## config.mk

```make
export PLATFORM = sky130hd
export DESIGN_NAME = sc_guard_timer
export DESIGN_NICKNAME = d
export VERILOG_FILES = /design/src/rtl/sc_guard_pkg.sv /design/src/rtl/sc_guard_regs.sv /design/src/rtl/sc_guard_load.sv /design/src/rtl/sc_guard_cnt.sv /design/src/rtl/sc_guard_timer.sv
export SDC_FILE = /design/constraint.sdc
export NUM_CORES = 1
export LEC_CHECK = 0
export CORE_ASPECT_RATIO = 0.6
export CORE_UTILIZATION = 32
export DETAILED_ROUTE_END_ITERATION = 16
export SYNTH_ARGS = -nofsm -noshare
export SYNTH_HDL_FRONTEND = slang
export SYNTH_SLANG_ARGS = --single-unit
```

## constraint.sdc

```tcl
create_clock -name clk -period 6.4 [get_ports clk]
set_clock_uncertainty 0.05 [all_clocks]
set_input_delay 0.96 -clock clk [delete_from_list [all_inputs] [get_ports clk]]
set_output_delay 0.96 -clock clk [all_outputs]
set_load 0.05 [all_outputs]
```

## src/rtl/sc_guard_pkg.sv

```systemverilog
// Shared constants and types for the smart card transmit guard timer.
// Assumes offsets fixed by the line protocol: 12 etus for T=0, 11 for T=1.
package sc_guard_pkg;
    localparam int OFS_T0 = 12;
    localparam int OFS_T1 = 11;

    // Which spacing rule the running countdown was loaded under.
    typedef enum logic {
        RULE_CHAR  = 1'b0,
        RULE_BLOCK = 1'b1
    } rule_e;
endpackage

```

## src/rtl/sc_guard_regs.sv

```systemverilog
// Holds the character and block guard registers written by plain strobes.
// Assumes at most one strobe per cycle matters per register; both may be written at once.
module sc_guard_regs #(
    parameter int GW = 8
) (
    input  logic          clk,
    input  logic          rst_n,
    input  logic          chg_wr,
    input  logic          blk_wr,
    input  logic [GW-1:0] wr_data,
    output logic [GW-1:0] chg_q,
    output logic [GW-1:0] blk_q
);
    // Capture write data into the addressed guard register.
    always_ff @(posedge clk) begin
        if (!rst_n) begin
            chg_q <= '0;
            blk_q <= '0;
        end else begin
            if (chg_wr) chg_q <= wr_data;
            if (blk_wr) blk_q <= wr_data;
        end
    end
endmodule

```

## src/rtl/sc_guard_load.sv

```systemverilog
// Decides when the guard counter is loaded and with what spacing.
// A transmit start loads the character rule, a receive start the block rule.
// A write to the register of the running rule reloads the count.
// Assumes tx_start and rx_start are not raised together; tx_start wins if they are.
module sc_guard_load
    import sc_guard_pkg::*;
#(
    parameter int GW = 8,
    parameter int CW = 9
) (
    input  logic          clk,
    input  logic          rst_n,
    input  logic          tx_start,
    input  logic          rx_start,
    input  logic          chg_wr,
    input  logic          blk_wr,
    input  logic [GW-1:0] wr_data,
    input  logic [GW-1:0] chg_q,
    input  logic [GW-1:0] blk_q,
    input  logic          nak_en,
    input  logic          running,
    output logic          load,
    output logic [CW-1:0] load_val
);
    rule_e         rule_q, rule_d;
    logic [GW-1:0] chg_eff, blk_eff;
    logic [CW-1:0] ofs;

    // Same-cycle writes are seen by a start strobe.
    assign chg_eff = chg_wr ? wr_data : chg_q;
    assign blk_eff = blk_wr ? wr_data : blk_q;
    assign ofs     = nak_en ? CW'(OFS_T0) : CW'(OFS_T1);

    // Choose the load event, its value and the next rule.
    always_comb begin
        load     = 1'b0;
        load_val = '0;
        rule_d   = rule_q;
        if (tx_start) begin
            load     = 1'b1;
            load_val = CW'(chg_eff) + ofs;
            rule_d   = RULE_CHAR;
        end else if (rx_start) begin
            load     = 1'b1;
            load_val = CW'(blk_eff) + ofs;
            rule_d   = RULE_BLOCK;
        end else if (running && chg_wr && rule_q == RULE_CHAR) begin
            load     = 1'b1;
            load_val = CW'(wr_data) + ofs;
        end else if (running && blk_wr && rule_q == RULE_BLOCK) begin
            load     = 1'b1;
            load_val = CW'(wr_data) + ofs;
        end
    end

    // Remember the rule of the last start strobe.
    always_ff @(posedge clk) begin
        if (!rst_n) rule_q <= RULE_CHAR;
        else        rule_q <= rule_d;
    end

    // every load is at least the minimum offset of 11 etus.
    a_r6_min_load: assert property (@(posedge clk) disable iff (!rst_n)
        load |-> load_val >= CW'(OFS_T1));
    // a receive start switches the rule to block spacing.
    a_r8_rx_rule: assert property (@(posedge clk) disable iff (!rst_n)
        (rx_start && !tx_start) |=> rule_q == RULE_BLOCK);
endmodule

```

## src/rtl/sc_guard_cnt.sv

```systemverilog
// Down-counter of remaining guard etus; steps once per etu tick and rests at zero.
// Assumes a load takes priority over a tick in the same cycle.
module sc_guard_cnt #(
    parameter int CW = 9
) (
    input  logic          clk,
    input  logic          rst_n,
    input  logic          load,
    input  logic [CW-1:0] load_val,
    input  logic          tick,
    output logic [CW-1:0] cnt
);
    // Load, count down on tick, or hold.
    always_ff @(posedge clk) begin
        if (!rst_n)                    cnt <= '0;
        else if (load)                 cnt <= load_val;
        else if (tick && cnt != '0)    cnt <= cnt - 1'b1;
    end

    // without tick or load the count holds.
    a_r9_no_tick_hold: assert property (@(posedge clk) disable iff (!rst_n)
        (!load && !tick) |=> $stable(cnt));
    // zero is sticky until the next load.
    a_r9_stop_zero: assert property (@(posedge clk) disable iff (!rst_n)
        (!load && cnt == '0) |=> cnt == '0);
    // a load always lands its value, even with a tick.
    a_r11_load_wins: assert property (@(posedge clk) disable iff (!rst_n)
        load |=> cnt == $past(load_val));
endmodule

```

## src/rtl/sc_guard_timer.sv

```systemverilog
// Top of the smart card transmit guard timer. It joins the guard registers,
// the load decision and the etu down-counter. tx_permit is high when the
// remaining spacing count is zero.
// Assumes etu_tick is a single-cycle pulse per etu, from an external divider.
module sc_guard_timer
    import sc_guard_pkg::*;
#(
    parameter int GW  = 8,
    parameter int RDW = 16
) (
    input  logic           clk,
    input  logic           rst_n,
    input  logic           etu_tick,
    input  logic           tx_start,
    input  logic           rx_start,
    input  logic           nak_en,
    input  logic           chg_wr,
    input  logic           blk_wr,
    input  logic [GW-1:0]  wr_data,
    output logic [RDW-1:0] chg_rdata,
    output logic [RDW-1:0] blk_rdata,
    output logic           tx_permit
);
    localparam int CW  = $clog2((2 ** GW) + OFS_T0);
    localparam int MAXC = (2 ** GW) - 1 + OFS_T0;

    logic [GW-1:0] chg_q, blk_q;
    logic          load;
    logic [CW-1:0] load_val, cnt;

    sc_guard_regs #(.GW(GW)) u_regs (
        .clk(clk), .rst_n(rst_n), .chg_wr(chg_wr), .blk_wr(blk_wr),
        .wr_data(wr_data), .chg_q(chg_q), .blk_q(blk_q)
    );

    sc_guard_load #(.GW(GW), .CW(CW)) u_load (
        .clk(clk), .rst_n(rst_n), .tx_start(tx_start), .rx_start(rx_start),
        .chg_wr(chg_wr), .blk_wr(blk_wr), .wr_data(wr_data),
        .chg_q(chg_q), .blk_q(blk_q), .nak_en(nak_en),
        .running(cnt != '0), .load(load), .load_val(load_val)
    );

    sc_guard_cnt #(.CW(CW)) u_cnt (
        .clk(clk), .rst_n(rst_n), .load(load), .load_val(load_val),
        .tick(etu_tick), .cnt(cnt)
    );

    assign chg_rdata = RDW'(chg_q);
    assign blk_rdata = RDW'(blk_q);
    assign tx_permit = (cnt == '0);

    // permit is high in the first cycle after reset.
    a_r1_reset_permit: assert property (@(posedge clk) disable iff (!rst_n)
        !$past(rst_n) |-> tx_permit);
    // a transmit start withdraws permit on the next cycle.
    a_r3_tx_blocks: assert property (@(posedge clk) disable iff (!rst_n)
        tx_start |=> !tx_permit);
    // a receive start withdraws permit on the next cycle.
    a_r5_rx_blocks: assert property (@(posedge clk) disable iff (!rst_n)
        rx_start |=> !tx_permit);
    // readback upper bits are zero.
    a_r2_upper_zero: assert property (@(posedge clk) disable iff (!rst_n)
        chg_rdata[RDW-1:GW] == '0 && blk_rdata[RDW-1:GW] == '0);
    // the count never exceeds the largest programmable spacing.
    a_r7_cnt_bound: assert property (@(posedge clk) disable iff (!rst_n)
        cnt <= CW'(MAXC));
endmodule

```

======== Word level (Yosys, flattened, before mapping) ========
Index checks and enable logic that the tools add are counted.
storage, ports and cells
  register bits after elaboration ......... 26
  bits of input ports ..................... 16
  output and inout port bits .............. 33
cells by class
  add/subtract/negate cells ............... 4
  multiplexer cells ....................... 13
  bitwise logic cells ..................... 2
  reductions and logical operators ........ 9
operators by type and width
  cell                   count
  $mux W9                6
  $add A8 B9 Y9          3
  $mux W8                2
  $logic_not A9 Y1       1
  $reduce_bool A9 Y1     1
  $sub A9 B1 Y9 const B  1
  $logic_and A1 B1 Y1    5
  $mux W1                4
  $mux W3                1
  $not A1 Y1             2
  $reduce_bool A2 Y1     1
  $reduce_or A2 Y1       1

======== Logic depth before layout (Yosys ltp) ========
  word-level depth ........................ 8
  depth in mapped cells ................... 11
  mapped depth without buffers ............ 9

======== By module ========
Synthesis repeated with hierarchy kept, for this count alone.
second synthesis, totals
  cell total of the unflattened synthesis .. 262
  area total of the unflattened synthesis .. 2294.7 sq um
by module, submodules not included
  module          instances  cells each  area an instance (sq um)
  sc_guard_load   1          129         1011.0
  sc_guard_regs   1          51          608.1
  sc_guard_cnt    1          60          519.2
  sc_guard_timer  1          22          156.4

======== Worst setup path after synthesis ========
OpenSTA, ideal clock, no wires.
  path kind ............................... in2reg
  start point ............................. input port blk_wr
  end point ............................... register u_cnt.cnt[6]
  setup time .............................. 122 ps
  data arrival time ....................... 2986 ps
  data required time ...................... 6228 ps
  setup slack ............................. 3242 ps
  stages on the path ...................... 8
  path through ............................ buf_2 > mux2_2 > ha_1 > fa_1 > a211oi_2 > o31ai_1 > o211a_1 > o311a_1
RTL lines
  item                   line                  text
  from (decl)            sc_guard_timer.sv:18  input logic blk_wr,
  $mux W8                sc_guard_load.sv:31   assign blk_eff = blk_wr ? wr_data : blk_q;
  net u_load.blk_eff[0]  sc_guard_load.sv:26   logic [GW-1:0] chg_eff, blk_eff;
  $add A8 B9 Y9          sc_guard_load.sv:45   load_val = CW'(blk_eff) + ofs;
  $mux W9                sc_guard_load.sv:43   end else if (rx_start) begin
  $mux W9                sc_guard_load.sv:39   if (tx_start) begin
  $mux W9                sc_guard_cnt.sv:16    else if (load) cnt <= load_val;
  to (signal assigned)   sc_guard_cnt.sv:16
  to (signal assigned)   sc_guard_cnt.sv:17    else if (tick && cnt != '0) cnt <= cnt - 1'b1;
  to (decl)              sc_guard_cnt.sv:11    output logic [CW-1:0] cnt
The timed path passes the listed nets, and every way through them passes these cells.
A chain may end at the register's enable or synchronous reset.

======== Final worst setup path ========
Ends and elaborated chain as after synthesis.

==> metrics.md <==
| Metric | Value |
|---|---|
| Dominant synthesized flop cell | `sky130_fd_sc_hd__dfxtp_1` |
| Status | `finished clean` |
| Num Clock Sinks | `26` |
| CP Data Arrival Time | `3900 ps` |
| Busiest layer in global routing | `met1` |
| Met1 track utilization from global routing | `27.54%` |
| Mean routed wirelength per cell | `16.30 um` |
| Synthesis-to-layout area growth | `17.49%` |
| Worst path slowest cell | `sky130_fd_sc_hd__clkdlybuf4s50_1` |
| Most frequently used cell type in the post-synthesis netlist | `sky130_fd_sc_hd__dfxtp_1` |
| Maximum number of pins on one net before global-route repair | `21` |
| Remaining number of nets flagged by the antenna check after routing | `0` |
| Areal power density over the cells | `217.1 nW/um2` |
| Clock group share of total power | `27.5%` |
| Max-capacitance violation count | `0` |
| Warnings from Yosys | `0` |
| Standby leakage power | `1.037 nW` |
| Number of port buffers | `32` |
| Maximum operating frequency | `263.3 MHz` |
| Die boundary height | `66.48 um` |
| Worst hold slack after final layout | `479.8 ps` |
| Synthesis-stage register bit count | `26` |
| Hold-fix buffers, CTS | `0` |
| Num rows | `23` |
| Number of fill cells | `698` |
| CP max FO | `12` |
| Final number of hold-violating endpoints | `0` |
| Layout net count | `305` |
| Setup-failing EPs final | `0` |
| Share of layout cells above drive strength 1 | `10.22%` |
| Critical Path End Type | `flip-flop` |
| Number of vias in the routed layout | `1,884` |
| Critical Path, Cell by Cell | `clkdlybuf4s50_1 > mux2_2 > ha_1 > fa_1 > a211oi_2 > o31ai_1 > o211a_1 > o311a_1` |
| Synthesized area divided by synthesized cell count | `8.904 um2` |
| Sum of buffers and inverters on the critical path | `1` |
| DRC viols | `0` |
| Commonest cells in the netlist | `26 x sky130_fd_sc_hd__dfxtp_1, 18 x sky130_fd_sc_hd__nor2_1, 17 x sky130_fd_sc_hd__buf_4, 16 x sky130_fd_sc_hd__a21oi_1, 15 x sky130_fd_sc_hd__mux2i_1` |
| Register Area | `520.5 um2` |
| Path class of the lowest-slack min-delay path | `flip-flop to flip-flop` |
| Gate Count Post-Synth | `249` |
| Switching share of total power | `37.41%` |
| Most area-hungry cell type in the Yosys netlist | `sky130_fd_sc_hd__dfxtp_1` |
| Yosys top cell area share | `23.48%` |
| Initial DRT Pass Iterations | `4` |
| Detailed-route wire length | `5.884 mm` |
| Clock-pin slew on the worst setup and hold paths | `70 ps` |
| Kind of critical path | `input port to flip-flop` |
| Normalized max-slew margin | `47.03%` |
| Cells after DPL | `357` |
| Final Non-Filler Cells | `361` |
| Kind of cell adding the most delay to the critical path | `compound AO/OA/AOI/OAI gates` |
| Routability congestion estimate from global placement | `0.8095` |
| Die width | `109.5 um` |
| Part of the total power dissipated in combinational logic | `39.2%` |
| Starting utilization of the core area | `33.21%` |
| Count of cell types in the netlist | `63` |
| H-tree level count | `1` |
| Number of top-level design ports | `49` |
| Period Utilization, post-route | `59.35%` |
| Switching component of the power | `0.2116 mW` |
| Async SR Flop Fraction | `0%` |
| Area enclosed by the die boundary | `7276 um2` |
| Slew @ Worst Pin | `792.1 ps` |
| Vias in the first global route | `1,735` |
| Total global routing overflow | `0` |
| Antenna Cells | `0` |
| Wire length of the first global-routing pass | `9.349 mm` |
| Met3 track demand over resource in global routing | `3.425%` |
| Buffers from clock root to sink, at most | `2` |
| Fraction of met2 tracks used by global routing | `22.96%` |
| Highest cell delay on the worst timing path | `830 ps` |
| Sequential cell fraction of total power | `33.4%` |
| Insertion delay to the later sink of the worst-skew pair | `270 ps` |
| Area used by multi-input combinational logic | `1529 um2` |
| Worst supply voltage drop on vdd | `0.1063 mV` |
| Final sum of negative setup slack | `0 ps` |
| Req. time, crit path | `6500 ps` |
| Number of setup buffers added after CTS | `0` |
| CTS tree | `built` |
| Netlist Area Pre-Place | `2217 um2` |
| Critical Path Source Type | `input port` |
| HPWL after DPL | `4.578 mm` |
| Number of CTS-inserted buffers | `3` |
| Time the final worst path needs with I/O delays and setup | `3799 ps` |
| Core area | `6676 um2` |
| Total Routing Usage GR | `17.32%` |
| Number of DRC markers in iteration 0 | `121` |
| Internal power | `0.3539 mW` |
| Cells taking the most area after synthesis | `sky130_fd_sc_hd__dfxtp_1 23%, sky130_fd_sc_hd__mux2i_1 6.8%, sky130_fd_sc_hd__ha_1 6.2%` |
| Initial antenna violation count | `0` |
| EDFF count, synth | `0` |
| Clock tree root buffer cell | `sky130_fd_sc_hd__clkbuf_16` |
| Vias/cell | `5.219` |
| Portion of the post-synthesis area used by sequential elements | `23.48%` |
| Setup repair after global routing missed its margin | `false` |
| Core Util, Final | `39.02%` |
| Resized cells post-CTS | `0` |
| Final max-slew violation count | `0` |
cell families (layout without fill, tap and decap cells):
family          after synthesis  after routing  share of synthesized area (%)
compound gates               67             67                          22.80
simple gates                 65             65                          16.99
buf+inv                      36             46                          10.10
flops                        26             26                          23.48
mux                          23             23                          10.84
xor+xnor                     17             17                          6.716
fa+ha+maj                    14             14                          8.916
other cells                   1             16                         0.1691
final timing paths:
| kind | from | endpoint | slack, ps | depth (start not counted) |
|---|---|---|---|---|
| worst min-delay path | u_load.rule_q | u_load.rule_q | 480 | 2 |
| worst max register to register | u_regs.blk_q[0] | u_cnt.cnt[6] | 3960 | 7 |
| worst min register to register | u_load.rule_q | u_load.rule_q | 480 | 2 |
| worst max-delay path | blk_wr | u_cnt.cnt[6] | 2600 | 8 |
metrics by stage:
stage,power [mW],area (um2),worst slack [ps]
detailed placement,0.4105,2516,2366
CTS,0.5675,2605,2640
global placement,0.4100,2516,2452
floorplan,0.3628,2273,3242
global route,0.5945,2605,2490
finish,0.5655,2605,2601
routing by layer:
layer,share of wire (%),up-vias
met5,0,-
met4,0.49,0
met3,5.4,2
met2,39,46
met1,55,895
li1,-,941
flip-flops by register name, indices dropped and copies added, names as in the netlist:
name and flops:
u_regs.chg_q 8, u_regs.blk_q 8, u_cnt.cnt 9, u_load.rule_q 1
layout make-up:
cell class              instances  share of cell area (%)
flip-flops and latches         26                   19.98
clock buffers                   4                   3.410
well taps                      87                   4.179
inverters                      10                   1.441
multi-input cells             202                   58.69
repair buffers                 32                   12.30
cell usage in the layout, fill, tap and decap left out, types with 9 or more instances in the layout:
cell type / netlist / layout
sky130_fd_sc_hd__xnor2_1: 9 / 9
sky130_fd_sc_hd__nor2_1: 18 / 18
sky130_fd_sc_hd__dfxtp_1: 26 / 26
sky130_fd_sc_hd__conb_1: 1 / 16
sky130_fd_sc_hd__a21oi_1: 16 / 16
sky130_fd_sc_hd__inv_1: 9 / 9
sky130_fd_sc_hd__ha_1: 11 / 11
sky130_fd_sc_hd__nand2_1: 11 / 11
sky130_fd_sc_hd__clkdlybuf4s50_1: 0 / 32
sky130_fd_sc_hd__mux2i_1: 15 / 15
worst register-to-register path, stage by stage, from the launching register on:
cell                       delay, ps
sky130_fd_sc_hd__dfxtp_1         310
sky130_fd_sc_hd__mux2_2          270
sky130_fd_sc_hd__ha_1            210
sky130_fd_sc_hd__fa_1            410
sky130_fd_sc_hd__a211oi_2        450
sky130_fd_sc_hd__o31ai_1         140
sky130_fd_sc_hd__o211a_1         150
sky130_fd_sc_hd__o311a_1         330
power groups by stage:
stage,combinational (mW),sequential [mW],clock (mW)
finish,0.222,0.189,0.155
global route,0.238,0.191,0.165
global placement,0.218,0.192,0
CTS,0.220,0.188,0.159
detailed placement,0.219,0.192,0
floorplan,0.153,0.209,0
Power figures use the tool's default switching activity.
